--- src/rtl/addr_xlat_pkg.sv ---
package addr_xlat_pkg;
  localparam int ADDR_W   = 32;
  localparam int KEY_W    = 12;
  localparam int KEY_LSB  = ADDR_W - KEY_W;
  localparam int CFG_AW   = 15;
  localparam int SLOT_LSB = 3;
  localparam int DATA_W   = 32;

  typedef logic [KEY_W-1:0]  key_t;
  typedef logic [ADDR_W-1:0] addr_t;
  typedef logic [DATA_W-1:0] data_t;
endpackage

--- src/rtl/xlat_rst_sync.sv ---
module xlat_rst_sync (
  input  logic clk,
  input  logic rst_n,
  output logic rst_sync_n
);
  logic [1:0] sync_q;
  logic [1:0] sync_d;

  always_comb sync_d = {sync_q[0], 1'b1};

  always_ff @(posedge clk or negedge rst_n) begin
    if (!rst_n) sync_q <= '0;
    else        sync_q <= sync_d;
  end

  assign rst_sync_n = sync_q[1];
endmodule

--- src/rtl/xlat_entry.sv ---
module xlat_entry
  import addr_xlat_pkg::*;
#(
  parameter key_t RESET_VAL = '0
) (
  input  logic clk,
  input  logic rst_n,
  input  logic wr_en,
  input  key_t wr_data,
  output key_t value
);
  key_t value_q;
  key_t value_d;

  always_comb begin
    value_d = value_q;
    if (wr_en) value_d = wr_data;
  end

  always_ff @(posedge clk or negedge rst_n) begin
    if (!rst_n) value_q <= RESET_VAL;
    else        value_q <= value_d;
  end

  assign value = value_q;
endmodule

--- src/rtl/xlat_table.sv ---
module xlat_table
  import addr_xlat_pkg::*;
#(
  parameter int ENTRIES = 64,
  localparam int IDX_W  = (ENTRIES > 1) ? $clog2(ENTRIES) : 1
) (
  input  logic             clk,
  input  logic             rst_n,
  input  logic             wr_en,
  input  logic [IDX_W-1:0] wr_idx,
  input  key_t             wr_data,
  input  logic [IDX_W-1:0] lk_idx,
  output key_t             lk_val,
  input  logic [IDX_W-1:0] cfg_idx,
  output key_t             cfg_val
);
  key_t entry_val [ENTRIES];

  for (genvar k = 0; k < ENTRIES; k++) begin : g_entry
    logic sel;
    assign sel = wr_en && (wr_idx == IDX_W'(k));
    xlat_entry #(.RESET_VAL(key_t'(k))) u_entry (
      .clk     (clk),
      .rst_n   (rst_n),
      .wr_en   (sel),
      .wr_data (wr_data),
      .value   (entry_val[k])
    );
  end

  always_comb begin
    lk_val  = '0;
    cfg_val = '0;
    for (int k = 0; k < ENTRIES; k++) begin
      if (lk_idx  == IDX_W'(k)) lk_val  = entry_val[k];
      if (cfg_idx == IDX_W'(k)) cfg_val = entry_val[k];
    end
  end
endmodule

--- src/rtl/xlat_cfg_port.sv ---
module xlat_cfg_port
  import addr_xlat_pkg::*;
#(
  parameter int ENTRIES = 64,
  localparam int IDX_W  = (ENTRIES > 1) ? $clog2(ENTRIES) : 1
) (
  input  logic              clk,
  input  logic              rst_n,
  input  logic              cfg_en,
  input  logic              cfg_we,
  input  logic [CFG_AW-1:0] cfg_addr,
  input  data_t             cfg_wdata,
  input  key_t              cfg_val,
  output logic              wr_en,
  output logic [IDX_W-1:0]  idx,
  output key_t              wr_data,
  output data_t             cfg_rdata
);
  logic  in_range;
  logic  rd_en;
  data_t rdata_q;
  data_t rdata_d;

  always_comb begin
    in_range = 32'(cfg_addr[SLOT_LSB +: KEY_W]) < 32'(ENTRIES);
    idx      = cfg_addr[SLOT_LSB +: IDX_W];
    wr_en    = cfg_en && cfg_we && in_range;
    rd_en    = cfg_en && !cfg_we;
    wr_data  = cfg_wdata[KEY_W-1:0];
  end

  always_comb begin
    rdata_d = rdata_q;
    if (rd_en) rdata_d = in_range ? DATA_W'(cfg_val) : '0;
  end

  always_ff @(posedge clk or negedge rst_n) begin
    if (!rst_n) rdata_q <= '0;
    else        rdata_q <= rdata_d;
  end

  assign cfg_rdata = rdata_q;
endmodule

--- src/rtl/xlat_stage.sv ---
module xlat_stage
  import addr_xlat_pkg::*;
#(
  parameter int ENTRIES = 64,
  localparam int IDX_W  = (ENTRIES > 1) ? $clog2(ENTRIES) : 1
) (
  input  logic             clk,
  input  logic             rst_n,
  input  logic             xl_en,
  input  logic             in_valid,
  input  addr_t            in_addr,
  output logic [IDX_W-1:0] lk_idx,
  input  key_t             lk_val,
  output logic             out_valid,
  output addr_t            out_addr
);
  key_t  key;
  logic  hit;
  addr_t addr_d;
  addr_t addr_q;
  logic  valid_q;

  always_comb begin
    key    = in_addr[ADDR_W-1:KEY_LSB];
    hit    = 32'(key) < 32'(ENTRIES);
    lk_idx = key[IDX_W-1:0];
    addr_d = addr_q;
    if (in_valid) begin
      if (xl_en && hit) addr_d = {lk_val, in_addr[KEY_LSB-1:0]};
      else              addr_d = in_addr;
    end
  end

  always_ff @(posedge clk or negedge rst_n) begin
    if (!rst_n) begin
      valid_q <= 1'b0;
      addr_q  <= '0;
    end else begin
      valid_q <= in_valid;
      addr_q  <= addr_d;
    end
  end

  assign out_valid = valid_q;
  assign out_addr  = addr_q;
endmodule

--- src/rtl/addr_xlat.sv ---
module addr_xlat
  import addr_xlat_pkg::*;
#(
  parameter int ENTRIES = 64
) (
  input  logic              clk,
  input  logic              rst_n,
  input  logic              xl_en,
  input  logic              in_valid,
  input  logic [31:0]       in_addr,
  output logic              out_valid,
  output logic [31:0]       out_addr,
  input  logic              cfg_en,
  input  logic              cfg_we,
  input  logic [14:0]       cfg_addr,
  input  logic [31:0]       cfg_wdata,
  output logic [31:0]       cfg_rdata
);
  localparam int IDX_W = (ENTRIES > 1) ? $clog2(ENTRIES) : 1;

  logic             rst_sync_n;
  logic             wr_en;
  logic [IDX_W-1:0] cfg_idx;
  logic [IDX_W-1:0] lk_idx;
  key_t             wr_data;
  key_t             lk_val;
  key_t             cfg_val;

  xlat_rst_sync u_rst (
    .clk        (clk),
    .rst_n      (rst_n),
    .rst_sync_n (rst_sync_n)
  );

  xlat_table #(.ENTRIES(ENTRIES)) u_table (
    .clk     (clk),
    .rst_n   (rst_sync_n),
    .wr_en   (wr_en),
    .wr_idx  (cfg_idx),
    .wr_data (wr_data),
    .lk_idx  (lk_idx),
    .lk_val  (lk_val),
    .cfg_idx (cfg_idx),
    .cfg_val (cfg_val)
  );

  xlat_cfg_port #(.ENTRIES(ENTRIES)) u_cfg (
    .clk       (clk),
    .rst_n     (rst_sync_n),
    .cfg_en    (cfg_en),
    .cfg_we    (cfg_we),
    .cfg_addr  (cfg_addr),
    .cfg_wdata (cfg_wdata),
    .cfg_val   (cfg_val),
    .wr_en     (wr_en),
    .idx       (cfg_idx),
    .wr_data   (wr_data),
    .cfg_rdata (cfg_rdata)
  );

  xlat_stage #(.ENTRIES(ENTRIES)) u_stage (
    .clk       (clk),
    .rst_n     (rst_sync_n),
    .xl_en     (xl_en),
    .in_valid  (in_valid),
    .in_addr   (in_addr),
    .lk_idx    (lk_idx),
    .lk_val    (lk_val),
    .out_valid (out_valid),
    .out_addr  (out_addr)
  );
endmodule

--- config.mk ---
export PLATFORM = sky130hd
export DESIGN_NAME = addr_xlat
export DESIGN_NICKNAME = d
export VERILOG_FILES = /design/src/rtl/addr_xlat_pkg.sv /design/src/rtl/xlat_rst_sync.sv /design/src/rtl/xlat_entry.sv /design/src/rtl/xlat_table.sv /design/src/rtl/xlat_cfg_port.sv /design/src/rtl/xlat_stage.sv /design/src/rtl/addr_xlat.sv
export SDC_FILE = /design/constraint.sdc
export NUM_CORES = 2
export LEC_CHECK = 0
export ABC_AREA = 1
export BUFFER_PORTS_ARGS = -buffer_cell sky130_fd_sc_hd__buf_2
export CAP_MARGIN = 15
export CORE_UTILIZATION = 25
export DETAILED_ROUTE_END_ITERATION = 8
export PLACE_DENSITY = 0.46
export SLEW_MARGIN = 10
export SYNTH_ARGS = -nofsm -noshare
export SYNTH_HDL_FRONTEND = slang
export SYNTH_HIERARCHICAL = 1
export SYNTH_SLANG_ARGS = --single-unit
--- constraint.sdc ---
create_clock -name clk -period 56.9 [get_ports clk]
set_input_delay 0 -clock clk [delete_from_list [all_inputs] [get_ports clk]]
set_output_delay 0 -clock clk [all_outputs]
set_load 0.05 [all_outputs]
==> Word-level counts from Yosys, hierarchy flattened <==
Index checks and enable logic that the tools add are counted.
{ "op_classes": {"reduce_logical": 71, "n_eq_ne": 126, "magnitude_cmp": 2, "muxes": 130} }
{ "op_table": {"columns": ["cell", "n"], "rows": [
  ["$mux W12", 129],
  ["$eq A6 B6 Y1 const B", 64],
  ["$eq A6 B5 Y1 const B", 32],
  ["$eq A6 B4 Y1 const B", 16],
  ["$logic_and A1 B1 Y1", 68],
  ["$eq A6 B3 Y1 const B", 8],
  ["$mux W32", 1],
  ["$eq A6 B2 Y1 const B", 4],
  ["$lt A12 B7 Y1 const B", 2],
  ["$eq A6 B1 Y1 const B", 2],
  ["$logic_not A6 Y1", 2],
  ["$logic_not A1 Y1", 1]
]} }
{ "word_totals": {"regBits": 835, "wordCells": 397, "output_inout_bits": 65} }

==> Depth between registers and ports, before layout <==
{ "logic_depth": {"depth_word": 66, "depth_mapped": 46, "ltp_nobuf": 44} }

==> Modules after synthesis <==
The synthesis kept the hierarchy.
{ "modules_own_cells": {"columns": ["mod", "cells_each", "instances", "area_each_um2", "seq_area_each_um2"], "rows": [
  ["xlat_table", 3185, 1, 13484.2, 0.0],
  ["xlat_entry (u_table.g_entry[11].u_entry ...)", 51, 20, 461.7, 304.0],
  ["xlat_entry (u_table.g_entry[15].u_entry ...)", 51, 15, 462.9, 305.3],
  ["xlat_entry (u_table.g_entry[10].u_entry ...)", 51, 15, 460.4, 302.8],
  ["xlat_entry (u_table.g_entry[31].u_entry ...)", 51, 6, 464.2, 306.5],
  ["xlat_entry (u_table.g_entry[16].u_entry ...)", 51, 6, 459.2, 301.5],
  ["xlat_stage", 193, 1, 1535.2, 825.8],
  ["xlat_cfg_port", 100, 1, 878.3, 300.3],
  ["xlat_entry (u_table.g_entry[63].u_entry)", 51, 1, 465.4, 307.8],
  ["xlat_entry (u_table.g_entry[0].u_entry)", 51, 1, 457.9, 300.3],
  ["xlat_rst_sync", 3, 1, 53.8, 50.0]
]} }

==> Worst setup path after synthesis <==
OpenSTA, ideal clock, no wires.
{ "synth_timing": {"kind": "input to register", "start": "input port in_addr[24]", "end": "register u_stage.addr_q[24], in the netlist u_stage/out_addr[24]", "slack_ps": 53716, "cell_stages": 42, "arrival_time_ps": 3067, "path_buffers": 2, "cell_sequence": "buf_4 nor2_1 inv_2 buf_4 nor2_2 nand2_1 nand2_1 nand3_1 nor3_1 nand4_1 nand2_1 nand4_1 nand2_1 nand3_1 nand2_1 nand3_1 nand2_1 nand4_1 (+6 left out) nor2_1 nand4_1 nor2_1 nand3_1 nand2_1 nand3_1 nand2_1 nand3_1 nand2_1 nand4_1 nand2_1 nand3_1 nand2_1 nand3_1 inv_1 nand3_1 nand3_1 nand2_1"} }
{ "synth_via": {"elab_chain_len": 66, "elab_cells_between_ends": 131, "classes_between": "order compare: 1; eq/ne: 63; mux: 65; reduce/logical: 2"} }
{ "synth_rtl": {"columns": ["item", "line", "text"], "rows": [
  ["start: declaration", "addr_xlat.sv:10", "input logic [31:0] in_addr,"],
  ["$logic_not A6 Y1", "xlat_table.sv:35", "if (lk_idx == IDX_W'(k)) lk_val = entry_val[k];"],
  ["$mux W12 (63 in a row)", "xlat_table.sv:35", null],
  ["$mux W12 *", "xlat_table.sv:35", null],
  ["named net lk_val[4]", "addr_xlat.sv:26", "key_t lk_val;"],
  ["$mux W32 *", "xlat_stage.sv:29", "if (xl_en && hit) addr_d = {lk_val, in_addr[KEY_LSB-1:0]};"],
  ["end signal: assignment", "xlat_stage.sv:40", "addr_q <= addr_d;"],
  ["end: declaration", "xlat_stage.sv:20", "addr_t addr_q;"]
]} }
Mark *: on every way through the listed nets, which the timed path passes. The rest lies on a longest branch.
A chain may end at the register's enable or synchronous reset.

==> Worst setup path in the final report <==
{ "layout_timing": {"start": "input port in_addr[22]", "end": "register u_stage.addr_q[23], in the netlist u_stage/out_addr[23]"} }
Same word-level chain as after synthesis.

==> summary.md <==
| Metric | Value |
|---|---|
| Max IR drop VDD | 22.44 uV |
| Max cap viols | 0 |
| Clock Skew | 49.00 ps |
| Area Overhead vs Synth | 15.70% |
| CP Capture Type | flip-flop |
| Number of global-route vias before repair | 41,410 |
| Worst EP arrival | 7640 ps |
| DRC | 0 |
| Post-cts gate resize count | 0 |
| CTS tree | done |
| Placeable Area | around 180,000 um^2 |
| First-pass GRT wire length | 274,500 um |
| Filler cells | 19,850 |
| Die Y | 428.6 um |
| Critical setup path kind | input pin to flip-flop |
| Share of post-route cells with drive strength above 1 | roughly 11% |
| DIE WIDTH | 428.6 um |
| Deepest clock path buffer count | 3 |
| RSZ-0062 raised after global routing | no |
| Slew margin rel. | between 15 and 20% |
| Drt wl/cell | 19.56 um |
| Slew Limit Fails | 0 |
| Total track usage | a little under 20% |
| Cell leakage power | ~25 nW |
| Top cell type's share of synthesized area | 34.26% |
| Setup-failing EPs final | 0 |
| Cell Area, Synth | 45,500 um^2 |
| Status | complete, no violations |
| Die ar. | 183,700 um^2 |
| Hold EP | u_table/g_entry[45].u_entry/value[0] |
| Initial DRC Count | approximately 3,800 |
| Clk_lat worst skew | 750 ps |
| Synth async-reset ratio | 100.0% |
| R2R depth | 41 |
| Setup slack at placement | 50,260 ps |
| Startpoint Class | input pin |
| Final Hold Vio Count | 0 |
| Clock-pin slew on the worst setup and hold paths | 60 ps |
| Critical R2R Launch | u_table/g_entry[2].u_entry/value[3] |
| CP max stage delay | ~560 ps |
| CP max-delay cell | dlygate4sd3_1 |
| Final WL | approximately 180,000 um |
| Seq/Total Area, Yosys | between 40% and 50% |
| Number of core rows | roughly 160 |
| Reg2reg end | u_stage/out_addr[23] |
| Cell count after synthesis | 6,745 |
| Number of buffers added on ports | 106 |
| Overflow after GRT | 0 |
| Most common cell after layout, fill and taps aside | nand2_1 |
| Post-synthesis cell type count | 33 |
| GPL Wtd Cong | 0.9493 |
| Tmin final | 7039 ps |
| Worst-Margin Slew | roughly 1200 ps |
| Hold_sp | cfg_addr[3] |
| Synth warn | 6 |
| Period Utilization, post-route | 12.37% |
| Top cells by area, synth | dfrtp_1 (34%), nand2_1 (31%), dfstp_2 (11%) |
| Setup TNS | 0 ps |
| Most frequent cells in the layout | nand2_1 (3,788), dfrtp_1 (622), nor2_1 (559) |
| Post-DR vias/cell | 4.618 |
| Power Dens Cells | 25.69 nW/um^2 |
| Boundary Pins | 150 |
| Biggest area consumer among synthesized cells | dfrtp_1 |
| Utilization after layout | 29.13% |
| Top FF cell, synth | dfrtp_1 |
| Total CTS buffers | 99 |
| Setup ws final | 49,860 ps |
| Routed Antenna Nets | 0 |
| Starting Density | 25.17% |
| Final Hold Slack | 98.83 ps |
| Power, Total | 0.001352 W |
| Total Nets Final | 7,012 |
| CTS root buf | clkbuf_16 |
| Sink Count | a little over 800 |
| Max FO, Critical Path | 12 |
| Synth Register Bits | 815 |
| Via count | 43,340 |
| Number of synthesized flops with an enable pin | 0 |
| First-pass DRT Iterations | 6 |
| Largest net degree at the start of global routing | 77 |
| Detailed placer's ending HPWL | 125,400 um |
| Hold Path Class | input pin to flip-flop |
| Max Fclk | between 100 and 150 MHz |
| R2r setup slk | roughly 50,000 ps |
| Hold Path Depth | 8 |
| H-tree depth | 3 |
| Critical Path Most Common Cell | nand2_1 |
| Initial antenna violation count | 4 |
| Required time worst endpoint | around 58,000 ps |
| Avg Cell Area, Syn | 6.746 um^2 |
-- what timing repair did --
item | CTS | global route
hold endpoints to repair | 465 | 0
setup buffers | 0 | 0
hold buffers | 113 | 0
-- through the flow --
step	area [um^2]	std cells
global route	52640	9385
finish	52640	9386
CTS	52640	9384
global placement	48070	9083
floorplan	45570	6764
detailed placement	48070	9083
-- final cells by class --
cell class | count | area [um^2] | share of cell area [%]
multi-input combinational | 5152 | 20960 | 39.81
sequential | 815 | 20640 | 39.20
clock buffer | 160 | 3078 | 5.847
tap | 2370 | 2965 | 5.633
timing repair buffer | 362 | 2765 | 5.253
inverter | 497 | 1871 | 3.553
clock inverter | 28 | 361.6 | 0.6869
antenna | 2 | 5.005 | 0.009507
-- where the power goes --
part / switching (W) / internal [W] / leakage, nW
Combinational: 0.0000757 / 0.0000194 / 12.9
Clock: 0.000277 / 0.000394 / 1.69
Sequential: 0.00000271 / 0.000584 / 10.6
-- cells by family (layout without fill, tap and decap cells) --
kind of cell    count (synthesis)  count (layout)  synth area share, %
flops                         815             815                45.35
simple gates                 4894            4894                43.15
buf+inv                       797            1047                8.745
other cells                     2              23              0.01651
compound gates                237             237                2.742
-- worst max path at each step --
stage / depth (start not counted) / start / end / slack, ps
detailed placement: 46 / in_addr[24] / u_stage/out_addr[23] / 50260
finish: 47 / in_addr[22] / u_stage/out_addr[23] / 49860
CTS: 48 / in_addr[24] / u_stage/out_addr[21] / 49920
global route: 48 / in_addr[24] / u_stage/out_addr[23] / 49370
global placement: 46 / in_addr[24] / u_stage/out_addr[21] / 50200
floorplan: 0 / u_rst/sync_q[1] / u_cfg/cfg_rdata[0] / 32840
-- cell usage after synthesis (2+ instances only) --
cell type  instances
inv_1            409
clkbuf_1          99
a21boi_0          12
conb_1             2
nor2_4             7
dfrtp_1          623
nand3_1          124
and3_1             5
nor3b_1            5
o21ai_1            7
clkinv_1           8
nor2_1           560
inv_2             79
nand2_1         3788
nand3_2            2
o21bai_1          12
nand4_1          300
buf_4            112
nor2_2            11
buf_2             16
nand2_2            8
buf_6             72
nor3_1             4
o21ai_0           31
or2_2             77
dfstp_2          192
a21oi_1          174
-- worst max-delay path: cells and delay by family --
kind,cells,cell delay (ps)
buffers and inverters,5,1610
AND/OR/NAND/NOR,42,5970
-- flip-flops by register name (all words and copies together), names as in the netlist --
name / flops
u_rst/sync_q: 2
u_stage/out_valid: 1
u_table/g_entry.u_entry/value: 768
u_stage/out_addr: 32
u_cfg/cfg_rdata: 12
-- per-layer routing --
| metal | global-route usage [%] | up-vias | wire length (um) |
|---|---|---|---|
| li1 | - | 20990 | - |
| met1 | 26.34 | 20830 | 80880 |
| met2 | 32.60 | 1272 | 86760 |
| met3 | 2.290 | 253 | 9833 |
| met4 | 6.869 | 0 | 6097 |
| met5 | 0 | - | 0 |
No activity file was read; power rests on OpenSTA's default activity.
